## src/rtl/pmem_guard_pkg.sv

```systemverilog
package pmem_guard_pkg;

  // Strobes from the decision logic to the datapath, valid for one cycle.
  typedef struct packed {
    logic loadLimit;  // copy limWrData into the limit register
    logic capture;    // register a read result this cycle
    logic maskData;   // substitute the masked byte for the flash byte
    logic readViol;   // blocked data read
    logic pgmPass;    // grant a program request
    logic pgmBlock;   // blocked program request
  } guardStrobes_t;

endpackage

```

## src/rtl/pmem_guard_dp.sv

```systemverilog
module pmem_guard_dp
  import pmem_guard_pkg::*;
#(
  parameter int ADDR_W = 17,
  parameter int LIMIT_W = 8,
  parameter int DATA_W = 8,
  parameter logic [DATA_W-1:0] MASK_VAL = '0
) (
  input  logic              clk,
  input  logic              rstN,
  input  guardStrobes_t     strb,
  input  logic [LIMIT_W-1:0] limWrData,
  input  logic [ADDR_W-1:0] reqPc,
  input  logic [ADDR_W-1:0] rdAddr,
  input  logic [ADDR_W-1:0] pgmAddr,
  input  logic [DATA_W-1:0] memRdData,
  output logic [LIMIT_W-1:0] limValue,
  output logic              pcLow,
  output logic              rdLow,
  output logic              pgmLow,
  output logic [DATA_W-1:0] rdData,
  output logic              rdValid,
  output logic              accessViol,
  output logic              pgmGrant
);

  localparam int PAGE_W = ADDR_W - LIMIT_W;
  localparam int N_PROBE = 3;

  logic [LIMIT_W-1:0] limReg;
  logic [ADDR_W-1:0]  boundary;
  logic [N_PROBE-1:0][ADDR_W-1:0] probe;
  logic [N_PROBE-1:0] below;

  always_ff @(posedge clk) begin
    if (!rstN) limReg <= '0;
    else if (strb.loadLimit) limReg <= limWrData;
  end

  assign boundary = {limReg, {PAGE_W{1'b0}}};
  assign probe    = {pgmAddr, rdAddr, reqPc};

  // One magnitude comparator per address that needs classifying.
  for (genvar i = 0; i < N_PROBE; i++) begin : g_cmp
    assign below[i] = probe[i] < boundary;
  end

  assign pcLow  = below[0];
  assign rdLow  = below[1];
  assign pgmLow = below[2];

  always_ff @(posedge clk) begin
    if (!rstN) begin
      rdData     <= '0;
      rdValid    <= 1'b0;
      accessViol <= 1'b0;
      pgmGrant   <= 1'b0;
    end else begin
      rdValid    <= strb.capture;
      accessViol <= strb.readViol | strb.pgmBlock;
      pgmGrant   <= strb.pgmPass;
      if (strb.capture) rdData <= strb.maskData ? MASK_VAL : memRdData;
    end
  end

  assign limValue = limReg;

endmodule

```

## src/rtl/pmem_guard_ctrl.sv

```systemverilog
module pmem_guard_ctrl
  import pmem_guard_pkg::*;
(
  input  logic          clk,
  input  logic          rstN,
  input  logic          limWrEn,
  input  logic          rdReq,
  input  logic          rdFetch,
  input  logic          pgmReq,
  input  logic          pcLow,
  input  logic          rdLow,
  input  logic          pgmLow,
  output guardStrobes_t strb,
  output logic          limLocked
);

  logic lockedQ;
  logic pcHigh;
  logic readTrip;
  logic pgmTrip;

  always_ff @(posedge clk) begin
    if (!rstN) lockedQ <= 1'b0;
    else if (limWrEn) lockedQ <= 1'b1;
  end

  assign pcHigh   = ~pcLow;
  assign readTrip = rdReq & ~rdFetch & pcHigh & rdLow;
  assign pgmTrip  = pgmReq & pcHigh & pgmLow;

  always_comb begin
    strb           = '0;
    strb.loadLimit = limWrEn & ~lockedQ;
    strb.capture   = rdReq;
    strb.maskData  = readTrip;
    strb.readViol  = readTrip;
    strb.pgmPass   = pgmReq & ~pgmTrip;
    strb.pgmBlock  = pgmTrip;
  end

  assign limLocked = lockedQ;

endmodule

```

## src/rtl/pmem_partition_guard.sv

```systemverilog
module pmem_partition_guard
  import pmem_guard_pkg::*;
#(
  parameter int ADDR_W = 17,
  parameter int LIMIT_W = 8,
  parameter int DATA_W = 8
) (
  input  logic               clk,
  input  logic               rstN,
  input  logic               limWrEn,
  input  logic [LIMIT_W-1:0] limWrData,
  output logic [LIMIT_W-1:0] limValue,
  output logic               limLocked,
  input  logic [ADDR_W-1:0]  reqPc,
  input  logic               rdReq,
  input  logic               rdFetch,
  input  logic [ADDR_W-1:0]  rdAddr,
  input  logic [DATA_W-1:0]  memRdData,
  output logic [DATA_W-1:0]  rdData,
  output logic               rdValid,
  input  logic               pgmReq,
  input  logic [ADDR_W-1:0]  pgmAddr,
  output logic               pgmGrant,
  output logic               accessViol
);

  guardStrobes_t strb;
  logic pcLow, rdLow, pgmLow;

  pmem_guard_ctrl u_ctrl (
    .clk(clk), .rstN(rstN), .limWrEn(limWrEn), .rdReq(rdReq),
    .rdFetch(rdFetch), .pgmReq(pgmReq), .pcLow(pcLow), .rdLow(rdLow),
    .pgmLow(pgmLow), .strb(strb), .limLocked(limLocked)
  );

  pmem_guard_dp #(
    .ADDR_W(ADDR_W), .LIMIT_W(LIMIT_W), .DATA_W(DATA_W), .MASK_VAL('0)
  ) u_dp (
    .clk(clk), .rstN(rstN), .strb(strb), .limWrData(limWrData),
    .reqPc(reqPc), .rdAddr(rdAddr), .pgmAddr(pgmAddr), .memRdData(memRdData),
    .limValue(limValue), .pcLow(pcLow), .rdLow(rdLow), .pgmLow(pgmLow),
    .rdData(rdData), .rdValid(rdValid), .accessViol(accessViol),
    .pgmGrant(pgmGrant)
  );

endmodule

```

## config.mk

```make
export PLATFORM = sky130hd
export DESIGN_NAME = pmem_partition_guard
export DESIGN_NICKNAME = d
export VERILOG_FILES = /design/src/rtl/pmem_guard_pkg.sv /design/src/rtl/pmem_guard_dp.sv /design/src/rtl/pmem_guard_ctrl.sv /design/src/rtl/pmem_partition_guard.sv
export SDC_FILE = /design/constraint.sdc
export NUM_CORES = 1
export LEC_CHECK = 0
export ABC_AREA = 1
export BUFFER_PORTS_ARGS = -buffer_cell sky130_fd_sc_hd__buf_2
export CAP_MARGIN = 20
export CORE_ASPECT_RATIO = 1.4
export CORE_UTILIZATION = 40
export CTS_CLUSTER_DIAMETER = 30
export DETAILED_ROUTE_END_ITERATION = 16
export GPL_TIMING_DRIVEN = 0
export PLACE_DENSITY = 0.92
export SLEW_MARGIN = 5
export SYNTH_ARGS = -nofsm -noshare
export SYNTH_HDL_FRONTEND = slang
export SYNTH_SLANG_ARGS = --single-unit
```

## constraint.sdc

```tcl
create_clock -name clk -period 3 [get_ports clk]
set_input_delay 0 -clock clk [delete_from_list [all_inputs] [get_ports clk]]
set_output_delay 0 -clock clk [all_outputs]
set_load 0.02 [all_outputs]
```

# == Word level (Yosys, flattened, before mapping) ==
# Index checks and enable logic that the tools add are counted.
# totals
ff_bits,20
inputBits,73
output_inout_bits,20
word_cells,22
# classes
n_lt_le_gt_ge,3
n_mux,1
bitwise,12
# op_table
op,count
17-bit less-than comparator,3
8-bit two-way mux,1
1-bit bitwise AND,7
1-bit inverter,4
1-bit OR,1

# == Depth between registers and ports, before layout ==
# Gate-level depths: netlist of run 1.
# logic_depth
word_depth,6
ltp_mapped,11

# == Hierarchy ==
# From an unflattened synthesis of run 1, not the netlist that was laid out.
# unflattened
cells_unflattened,171
area_unflattened_um2,1265.0
# by_module_without_submodules
mod,n_inst,cells_per_inst,area_each_um2
pmem_guard_dp,1,152,1152.4
pmem_guard_ctrl,1,19,112.6

# == Worst setup path before layout of run 1 ==
# OpenSTA, ideal clock, no wires.
# synth_timing
kind,register to register
start,"reg u_dp.limReg[5], in the netlist u_dp.limValue[5]"
end,reg u_dp.rdData[0]
setup_time_ns,0.073
arrival_time_ns,1.514
required_time_ns,2.927
slack_ns,1.413
path_stages_with_launch,10
cell_sequence,dfxtp_1 -> inv_1 -> ha_1 -> a21oi_1 -> nor2_1 -> nor3_1 -> nand2_1 -> nand2_2 -> nand2_1 -> a21oi_1
# synth_via
elab_chain_len,5
elab_cells_between_ends,6
classes_between,2 x order compare; 1 x mux; 3 x bitwise
# synth_lines
item,line_no,text
"start, declared",pmem_guard_dp.sv:30,logic [LIMIT_W-1:0] limReg;
"start signal, assigned",pmem_guard_dp.sv:37,else if (strb.loadLimit) limReg <= limWrData;
17-bit less-than comparator,pmem_guard_dp.sv:45,assign below[i] = probe[i] < boundary;
1-bit inverter,pmem_guard_ctrl.sv:27,assign pcHigh = ~pcLow;
1-bit bitwise AND,pmem_guard_ctrl.sv:28,assign readTrip = rdReq & ~rdFetch & pcHigh & rdLow;
1-bit bitwise AND *,pmem_guard_ctrl.sv:28,
8-bit two-way mux *,pmem_guard_dp.sv:62,if (strb.capture) rdData <= strb.maskData ? MASK_VAL : memRdData;
"end signal, assigned",pmem_guard_dp.sv:62,
"end, declared",pmem_guard_dp.sv:21,"output logic [DATA_W-1:0] rdData,"
# Mark *: on every way between the ends. The rest lies on a longest branch, timed or not.
# A chain may end at the register's enable or synchronous reset.

# == Worst setup path after layout of run 1 ==
# layout_timing
start,"reg u_dp.limReg[5], in the netlist u_dp.limValue[5]"
end,reg u_dp.rdData[6]
# Same word-level chain as after synthesis.

==> results of run 1 <==
area by class of cell:
class | count | area, sq um | area share, %
Clock buffer | 3 | 41.3 | 2.40
Sequential cell | 20 | 400 | 23.2
Timing Repair Buffer | 67 | 350 | 20.3
Inverter | 31 | 121 | 7.04
Clock inverter | 1 | 30.0 | 1.74
Tap cell | 37 | 46.3 | 2.69
Multi-Input combinational cell | 125 | 714 | 41.5
Buffer | 3 | 18.8 | 1.09
per-layer routing:
metal | vias to the layer above | global-route usage [%] | wire length [microns]
met2 | 53 | 37.0 | 1530
li1 | 705 | - | -
met4 | 0 | 7.72 | 40
met1 | 565 | 17.6 | 1130
met5 | - | 0 | 0
met3 | 4 | 4.89 | 230
through the flow:
step	hold WS (ns)	total power (W)	instances	instance area (sq um)
finish	0.00858	0.000761	287	1720
floorplan	0.116	0.000426	179	1250
CTS	0.00710	0.000770	287	1720
global placement	0.224	0.000489	280	1620
global route	0.0191	0.000813	287	1720
detailed placement	0.229	0.000499	280	1620
power by group through the flow:
stage | clock network [W] | registers [W] | logic [W]
4_1_cts | 0.000273 | 0.000293 | 0.000204
3_3_place_gp | 0 | 0.000298 | 0.000191
3_5_place_dp | 0 | 0.000299 | 0.000200
6_report | 0.000266 | 0.000293 | 0.000201
5_1_grt | 0.000289 | 0.000295 | 0.000230
2_1_floorplan | 0 | 0.000322 | 0.000105
what timing repair did:
action	4_1_cts	5_1_grt
hold endpoints to repair	3	0
hold buffers	3	0
gates resized for setup	0	0
state kept, by name, indices dropped and copies added, names as in the netlist:
register          count
u_dp.limValue         8
u_dp.rdData           8
u_ctrl.limLocked      1
u_dp.accessViol       1
u_dp.pgmGrant         1
u_dp.rdValid          1
worst reg2reg max path: cells and delay by family, from the launching register on:
| kind | cells | cell delay [ns] |
|---|---|---|
| AND/OR/NAND/NOR | 5 | 0.57 |
| flip-flops | 1 | 0.33 |
| AO/OA/AOI/OAI | 2 | 0.27 |
| buffers and inverters | 1 | 0.09 |
| adder cells (fa/ha/maj) | 1 | 0.32 |
cells in the final DEF (no fill, tap or decap):
cell and instances:
nand3_1 5, nor2_2 1, clkbuf_8 3, nand2_1 54, buf_2 64, nand2_2 1, o21ai_0 9, a21oi_1 21
buf_6 1, nor3_1 2, a21oi_2 2, inv_1 29, nor2_1 9, clkinv_1 1, inv_6 1, dfxtp_1 20
ha_1 21, bufinv_16 1, clkbuf_1 2, dlygate4sd3_1 3
final timing paths:
kind	startpoint	cells past startpoint	to	slack, ns
hold / removal	limWrData[6]	3	u_dp.limValue[6]	0.009
hold reg to reg	u_dp.rdData[1]	2	u_dp.rdData[1]	0.47
setup / recovery	u_dp.limValue[5]	9	u_dp.rdData[6]	1.33
setup reg to reg	u_dp.limValue[5]	9	u_dp.rdData[6]	1.33
logic make-up (layout without fill, tap and decap cells):
logic type	count (synthesis)	after routing
compound gates	32	32
fa+ha+maj	21	21
buf+inv	34	105
flops	20	20
simple gates	72	72
==> flow_metrics.tcl, run 1 <==
set metrics [dict create \
    status "complete, no violations" \
    timing.fmax_mhz 599 \
    power_switching_w 0.000214 \
    setup_viol 0 \
    yosysTopAreaCell "dfxtp_1" \
    max_stage_delay_ns 0.33 \
    synth_ff_type "dfxtp_1" \
    slowest_stage "dfxtp_1" \
    nFillCells 299 \
    synth_compound_area_share_pct 13.4 \
    die_w_microns 49.3 \
    cts_buffers 3 \
    yosysWarningCount 0 \
    start_util_pct 42.8 \
    crit_chain "inv_1, ha_1, a21oi_1, nor2_1, nor3_1, nand2_1, nand2_2, nand2_1, a21oi_1" \
    peakVddDrop_mv 0.308 \
    antenna_left 0 \
    synth_top_family_by_area "simple AND/OR/NAND/NOR gates" \
    ys_seq_area_share_pct 31.9 \
    grt_pass1_wl_mm 4.60 \
    postCtsSetupRepairBufs 0 \
    critPathRequiredTime_ns 3.18 \
    synthesis.nets 273 \
    synth_mux_area_share_pct 0 \
    area_growth_pct 37.3 \
    tightest_slew_ns 0.394 \
    ys_types 16 \
    wire_per_inst_microns 10.2 \
    synth_top_area_share_pct 31.9 \
    critPathArrivalTime_ns 1.85 \
    io-pin-count 93 \
    synth_xor_area_share_pct 0 \
    postLayoutCoreUtil_pct 58.7 \
    power_leakage_nw 0.988 \
    critPathLaunchType "flip-flop" \
    dieArea_sq_mm 0.00337 \
    drv_slew 0 \
    viasPerCell 4.62 \
    p_int_w 0.000547 \
    hold_violations 0 \
    dp_slack_ns 1.34 \
    antennaDiodeCount 0 \
    p_clk_share_pct 35.0 \
    drc 0 \
    antenna_found_initial 0 \
    p_seq_share_pct 38.5 \
    grt_pass1_vias 1142 \
    crit_path_end_kind "flip-flop" \
    nets 345 \
    clk_pin_slew_ns 0.08 \
    cts.sinks 20 \
    crit_type "reg -> reg" \
    cts_max_level 1 \
    port_buffers 64 \
    synthTopCellsByCount "54 x nand2_1, 29 x inv_1, 21 x a21oi_1, 21 x ha_1, 20 x dfxtp_1" \
    p_sw_share_pct 28.1 \
    grt_max_degree 13 \
    p_comb_share_pct 26.5 \
    drv_cap 0 \
    timing.critical_path.buf_inv 1 \
    synthAdderAreaFrac_pct 20.9 \
    die_h_microns 68.3 \
    synth-seq-cells 20 \
    place.gp.congestion 0.716 \
    synth_edf_count 0 \
    cts-root-buf "clkbuf_8" \
    setup_slack_ns 1.33 \
    fin_crit_ns 1.67 \
    drt-initial-drc-count 40 \
    syn_area_sq_mm 0.00125 \
    cts_tree "done" \
    gr-total-overflow 0 \
    clock_path_buffers 2 \
    async_flop_share_pct 0 \
    min_path_type "in -> reg" \
    avgSynthCellArea_sq_um 7.01 \
    wirelength_mm 2.93 \
    core_area_sq_mm 0.00294 \
    synth.most_common_cell "nand2_1" \
    grt_util_all_layers_pct 18.5 \
    syn_inst 179 \
    fin_worst_skew_ns 0.00980 \
    slew_headroom_pct 73.7 \
    final_layout_size_suffix_gt1_share_pct 29.6 \
    setup_tns_ns 0 \
    yosys.area_share.simple_pct 22.6 \
    insertion_delay_ns 0.26 \
    synth_top_cells_by_area "dfxtp_1 32%, ha_1 21%, nand2_1 16%" \
    rows 23 \
    power.density_mw_per_mm2 441 \
    crit_family "simple AND/OR/NAND/NOR gates" \
    dr.pass1.iters 4 \
    rsz0062_at_grt "false" \
    critPathMaxFanout 9 \
    fin_crit_sh_pct 55.6 \
    post-dp-hpwl_mm 2.43 \
    vias 1327 \
]
(Power assumes the default switching activity.)
==> inputs of run 2 (changes only) <==
- CORE_UTILIZATION: 40 -> 36
- PLACE_DENSITY: 0.92 -> 0.88
- clock period: 3 -> 1.4 ns (I/O delays scaled with it)
==> run 2 against run 1 <==
  * The flow now finishes with violations (negative setup slack)
  * Setup slack worse by 1.4 ns
  * Clock skew down 0.0043 ns
  * Routed wire length up 21%
  * Via count up 3.4%
  * Combinational power rose to 2.7 times the previous value
  * Global-route usage down 0.85 points
  * Die area up 11%
  * Sequential share of layout area down 1.6 points
  * First-iteration DRC count down 30%
  * Register-to-register slack worse by 1.4 ns
  * Critical path depth unchanged
==> flow_metrics.tcl, run 2 (synthesis results as in run 1) <==
set metrics [dict create \
    wire_per_inst_microns 12.2 \
    peakVddDrop_mv 0.742 \
    power_leakage_nw 1.02 \
    cts_buffers 3 \
    drc 0 \
    violations "negative setup slack" \
    core_area_sq_mm 0.00335 \
    start_util_pct 37.5 \
    timing.critical_path.buf_inv 1 \
    drv_slew 0 \
    setup_viol 10 \
    grt_util_all_layers_pct 17.6 \
    endpoint "u_dp.rdData[6]" \
    antennaDiodeCount 0 \
    dieArea_sq_mm 0.00373 \
    dp_slack_ns -0.168 \
    crit_chain "inv_4, ha_4, a21oi_2, nor2_1, nor3_2, nand2_4, nand2_4, nand2_1, a21oi_1" \
    rows 25 \
    power.density_mw_per_mm2 860 \
    port_buffers 64 \
    final_cell_mix "64 x buf_2, 45 x nand2_1, 23 x inv_1" \
    cts-root-buf "clkbuf_8" \
    r2r-end "u_dp.rdData[6]" \
    clock_path_buffers 2 \
    r2r_slack_ns -0.07 \
    vias 1372 \
    status "complete, but fails checks" \
    ff2ff_path_depth 9 \
    clk_pin_slew_ns 0.08 \
    cts.sinks 20 \
    critPathLaunchType "flip-flop" \
    io-pin-count 93 \
    place.gp.congestion 0.762 \
    grt_pass1_vias 1229 \
    insertion_delay_ns 0.26 \
    postCtsSetupRepairBufs 0 \
    whs_ns 0.0169 \
    critPathRequiredTime_ns 1.58 \
    cp-startpoint "u_dp.limValue[5]" \
    cts_tree "done" \
    setup_slack_ns -0.0739 \
    fin_crit_sh_pct 105 \
    die_h_microns 71.9 \
    critPathMaxFanout 5 \
    antenna_left 0 \
    crit_path_frequent_cell "nand2_4" \
    hold_violations 0 \
    final_layout_size_suffix_gt1_share_pct 46.4 \
    post-dp-hpwl_mm 2.59 \
    fin_worst_skew_ns 0.00548 \
    slew_headroom_pct 72.1 \
    critPathArrivalTime_ns 1.66 \
    grt_pass1_wl_mm 5.09 \
    timing.fmax_mhz 678 \
    slowest_stage "dfxtp_4" \
    drt-initial-drc-count 28 \
    tightest_slew_ns 0.419 \
    dr.pass1.iters 4 \
    gr-total-overflow 0 \
    grt_max_degree 13 \
    nets 345 \
    fin_crit_ns 1.47 \
    setup_tns_ns -0.576 \
    rsz0062_at_grt "true" \
    wirelength_mm 3.54 \
    cts_max_level 1 \
    antenna_found_initial 0 \
    min_path_type "in -> reg" \
    reg2reg_from "u_dp.limValue[5]" \
    path_depth 9 \
    crit_type "reg -> reg" \
    viasPerCell 4.73 \
    crit_path_end_kind "flip-flop" \
    drv_cap 0 \
    die_w_microns 51.9 \
    area_growth_pct 56.2 \
    final_common_cell "buf_2" \
    crit_family "simple AND/OR/NAND/NOR gates" \
    max_stage_delay_ns 0.36 \
]
==> run 2: cell count changes in the layout (fill, tap and decap cells not counted), sizes merged <==
| cell | previous run | this run |
|---|---|---|
| bufinv | 1 | 0 |
| nand2 | 55 | 56 |
==> run 2: metal layers <==
layer  vias to the layer above  wire, microns  global-route usage (%)
li1                        711              -                       -
met1                       628           1340                    19.1
met2                        31           2050                    34.8
met3                         2            129                    1.70
met4                         0             21                    3.90
met5                         -              0                       0
==> run 2: final cells by class <==
type,instances,area (sq um)
flip-flops and latches,20,424
inverters,31,136
plain buffers,2,15.0
well taps,40,50.0
fillers,311,1390
clock buffers,4,66.3
repair buffers,67,350
multi-input cells,126,918
==> run 2: how the worst min path moves through the flow <==
stage	from	endpoint	cells after the start
finish	limWrData[7]	u_dp.limValue[7]	3
global placement	limWrEn	u_ctrl.limLocked	3
global route	limWrData[6]	u_dp.limValue[6]	3
floorplan	limWrEn	u_ctrl.limLocked	2
detailed placement	limWrEn	u_ctrl.limLocked	3
CTS	limWrData[7]	u_dp.limValue[7]	3
==> run 2: where the power goes <==
group	internal, W	leakage (nW)	total, W	switching [W]
registers	0.000607	0.170	0.000634	0.0000270
logic	0.000235	0.817	0.000546	0.000312
clock network	0.000309	0.0339	0.000505	0.000195
total	0.00115	1.02	0.00169	0.000534
==> run 2: worst min-delay path: cells and delay by family <==
kind | cells | cell delay (ns)
AOI/OAI and AO/OA | 2 | 0.17
buffers and inverters | 1 | 0.07
==> run 2: metrics by stage <==
| step | instances | area (sq um) | total power (W) | util [%] |
|---|---|---|---|---|
| after floorplan | 179 | 1340 | 0.000931 | - |
| after global placement | 283 | 1710 | 0.00108 | 51.0 |
| after detailed placement | 283 | 1710 | 0.00110 | 51.0 |
| after CTS | 291 | 1880 | 0.00164 | 56.0 |
| after global routing | 290 | 1960 | 0.00179 | 58.6 |
| final | 290 | 1960 | 0.00169 | 58.6 |
==> run 2: repair_timing <==
item                                    CTS  global route
gates resized for setup                  15            18
endpoints found under the setup margin   10            12
pin swaps                                 9             6
hold buffers                              3             0
cloned                                    1             0
hold endpoints to repair                  3             0
==> inputs of run 3 (changes only) <==
- SYNTH_HIERARCHICAL: not set -> 1
==> run 3 against run 2 <==
  * The run still ends with negative setup slack left
  * Non-clock buffer count increased by 13
  * Cell count unchanged
  * Sequential share of layout area decreased by 1.4 points
  * Setup slack got worse by 0.23 ns
  * Critical path depth increased by 5
  * Hold slack got worse by 0.0052 ns
  * Combinational power increased by 16%
  * Critical endpoint is now u_dp/rdData[2]
==> flow_metrics.tcl, run 3 <==
set metrics [dict create \
    status "complete, but fails checks" \
    violations "negative setup slack" \
    nets 345 \
    timing.critical_path.buf_inv 4 \
    cts_max_level 1 \
    whs_ns 0.0118 \
    wirelength_mm 3.64 \
    setup_slack_ns -0.303 \
    fin_worst_skew_ns 0.00208 \
    final_cell_mix "65 x buf_2, 31 x nand2_1, 16 x inv_1" \
    critPathLaunchType "flip-flop" \
    synth_ff_type "dfxtp_1" \
    p_comb_share_pct 37.1 \
    drc 0 \
    power_leakage_nw 1.03 \
    drv_cap 0 \
    final_layout_size_suffix_gt1_share_pct 55.6 \
    cts-root-buf "clkbuf_8" \
    dr.pass1.iters 4 \
    critPathRequiredTime_ns 1.58 \
    reg2reg_from "u_dp/limValue[1]" \
    grt_pass1_wl_mm 5.01 \
    insertion_delay_ns 0.25 \
    synth-seq-cells 20 \
    syn_area_sq_mm 0.00126 \
    fin_crit_ns 1.70 \
    p_int_w 0.00115 \
    path_depth 14 \
    wire_per_inst_microns 12.6 \
    place.gp.congestion 0.722 \
    power.density_mw_per_mm2 814 \
    die_h_microns 72.1 \
    crit_family "simple AND/OR/NAND/NOR gates" \
    dieArea_sq_mm 0.00376 \
    clk_pin_slew_ns 0.08 \
    io-pin-count 93 \
    avgSynthCellArea_sq_um 7.40 \
    postLayoutCoreUtil_pct 62.1 \
    crit_path_end_kind "flip-flop" \
    min_path_cells 3 \
    synth_top_area_share_pct 31.7 \
    holdPathEnd "u_dp/rdData[3]" \
    drv_slew 0 \
    power_switching_w 0.000562 \
    p_clk_share_pct 25.6 \
    core_area_sq_mm 0.00338 \
    viasPerCell 4.83 \
    drt-initial-drc-count 29 \
    dr_wl_met3_microns 96 \
    critPathMaxFanout 8 \
    peakVddDrop_mv 0.562 \
    rows 25 \
    timing.fmax_mhz 587 \
    stdcell_area_sq_mm 0.00210 \
    ys_seq_area_share_pct 31.7 \
    crit_path_frequent_cell "nand2_2" \
    antenna_found_initial 0 \
    synthTopCellsByCount "36 x nand2_1, 24 x a21oi_1, 23 x inv_1" \
    antennaDiodeCount 0 \
    yosysTopAreaCell "dfxtp_1" \
    multiInputGateArea_sq_um 945 \
    crit_chain "inv_6, ha_4, nand2_2, nand2_1, nand2_1, nand2_2, a21oi_4, inv_2, nand2_2, nor2_4, buf_6, clkinv_8, nand3_2, a21oi_2" \
    die_w_microns 52.1 \
    p_seq_share_pct 37.3 \
    clock_path_buffers 2 \
    p_sw_share_pct 32.9 \
    hold_violations 0 \
    setup_viol 10 \
    final_common_cell "buf_2" \
    highest_layer "met4" \
    r2r_slack_ns -0.30 \
    area_growth_pct 65.9 \
    synthesis.nets 265 \
    route.met2.wl_mm 2.07 \
    slew_headroom_pct 77.0 \
    async_flop_share_pct 0 \
    ys_types 16 \
    rsz0062_at_grt "true" \
    synth_top_cells_by_area "dfxtp_1 32%, ha_1 21%, nand2_1 11%" \
    yosysWarningCount 6 \
    nFillCells 309 \
    grt_util_all_layers_pct 17.4 \
    slowest_stage "dfxtp_4" \
    cts.sinks 20 \
    hp-start "memRdData[3]" \
    min_path_type "in -> reg" \
    cts_buffers 3 \
    dpl-instance-area_sq_mm 0.00175 \
    grt_pass1_vias 1189 \
    vias 1402 \
    cts_tree "done" \
    seqCellArea_sq_um 424 \
    start_util_pct 37.4 \
    post-dp-hpwl_mm 2.58 \
    met1_length_mm 1.44 \
    r2r-end "u_dp/rdData[2]" \
    port_buffers 65 \
    synth.most_common_cell "nand2_1" \
    synth_edf_count 0 \
    syn_inst 171 \
    ff2ff_path_depth 14 \
    critPathArrivalTime_ns 1.88 \
    antenna_left 0 \
    max_stage_delay_ns 0.36 \
    fin_crit_sh_pct 122 \
    grt_max_degree 12 \
    crit_type "reg -> reg" \
    gr-total-overflow 0 \
    tightest_slew_ns 0.343 \
]
## run 3: changes by cell type in the layout (fill, tap and decap cells not counted), sizes merged, moves of 2 or more
cell	change
nor2	+2
buf	+9
nand3	+3
o21ai	+2
dlygate4sd3	+5
nor3	-2
a21oi	+5
inv	-5
nand2	-19
## run 3: layout make-up
cell class / count / share of cell area [%]
Buffer: 6 / 2.50
Clock buffer: 4 / 2.62
Inverter: 27 / 6.86
Multi-Input combinational cell: 117 / 45.0
Sequential cell: 20 / 20.2
Tap cell: 40 / 2.39
Timing Repair Buffer: 76 / 20.4
## run 3: cells by family after synthesis
logic type	synth area share [%]
fa+ha+maj	20.8
buf+inv	12.9
compound gates	16.6
flops	31.7
simple gates	18.1
## run 3: power groups by stage
stage / clock, W / sequential, W / combinational (W)
6_report: 0.000437 / 0.000638 / 0.000633
5_1_grt: 0.000477 / 0.000642 / 0.000700
4_1_cts: 0.000444 / 0.000637 / 0.000579
3_5_place_dp: 0 / 0.000647 / 0.000499
3_3_place_gp: 0 / 0.000645 / 0.000478
2_1_floorplan: 0 / 0.000696 / 0.000277
## run 3: worst max-delay path by stage
| stage | startpoint | end | slack, ns |
|---|---|---|---|
| final | u_dp/limValue[1] | u_dp/rdData[2] | -0.30 |
| after global routing | u_dp/limValue[1] | u_dp/rdData[2] | -0.41 |
| after CTS | u_dp/limValue[1] | u_dp/accessViol | -0.26 |
| after detailed placement | u_dp/limValue[7] | u_dp/rdData[4] | -0.32 |
| after global placement | u_dp/limValue[1] | u_dp/rdData[4] | -0.27 |
| after floorplan | u_dp/limValue[1] | u_dp/rdData[0] | -0.17 |
## run 3: timing repair
item	in CTS	in global routing
hold buffers	4	4
setup endpoints to repair	9	10
endpoints found under the hold margin	3	4
resized for setup	24	18
pin swaps	13	14
setup buffers	3	0
## run 3: worst reg2reg max path: stages (launching register included)
cell      delay [ns]
dfxtp_4         0.36
inv_6           0.07
ha_4            0.19
nand2_2         0.05
nand2_1         0.05
nand2_1         0.07
nand2_2         0.07
a21oi_4         0.16
inv_2           0.06
nand2_2         0.08
nor2_4          0.04
buf_6           0.12
clkinv_8        0.06
nand3_2         0.08
a21oi_2         0.16
## run 3: layer usage
layer,vias to the layer above,GRT usage (%)
met4,0,4.50
met3,4,0.839
met1,650,20.4
met2,36,32.9
met5,-,0
li1,712,-
## run 3: metrics by stage
stage	power (W)	std cells	TNS, ns	worst slack [ns]
finish	0.00171	290	-2.45	-0.303
global route	0.00182	290	-3.40	-0.410
CTS	0.00166	287	-2.37	-0.255
detailed placement	0.00115	276	-2.69	-0.322
global placement	0.00112	276	-2.26	-0.270
floorplan	0.000973	171	-1.42	-0.168
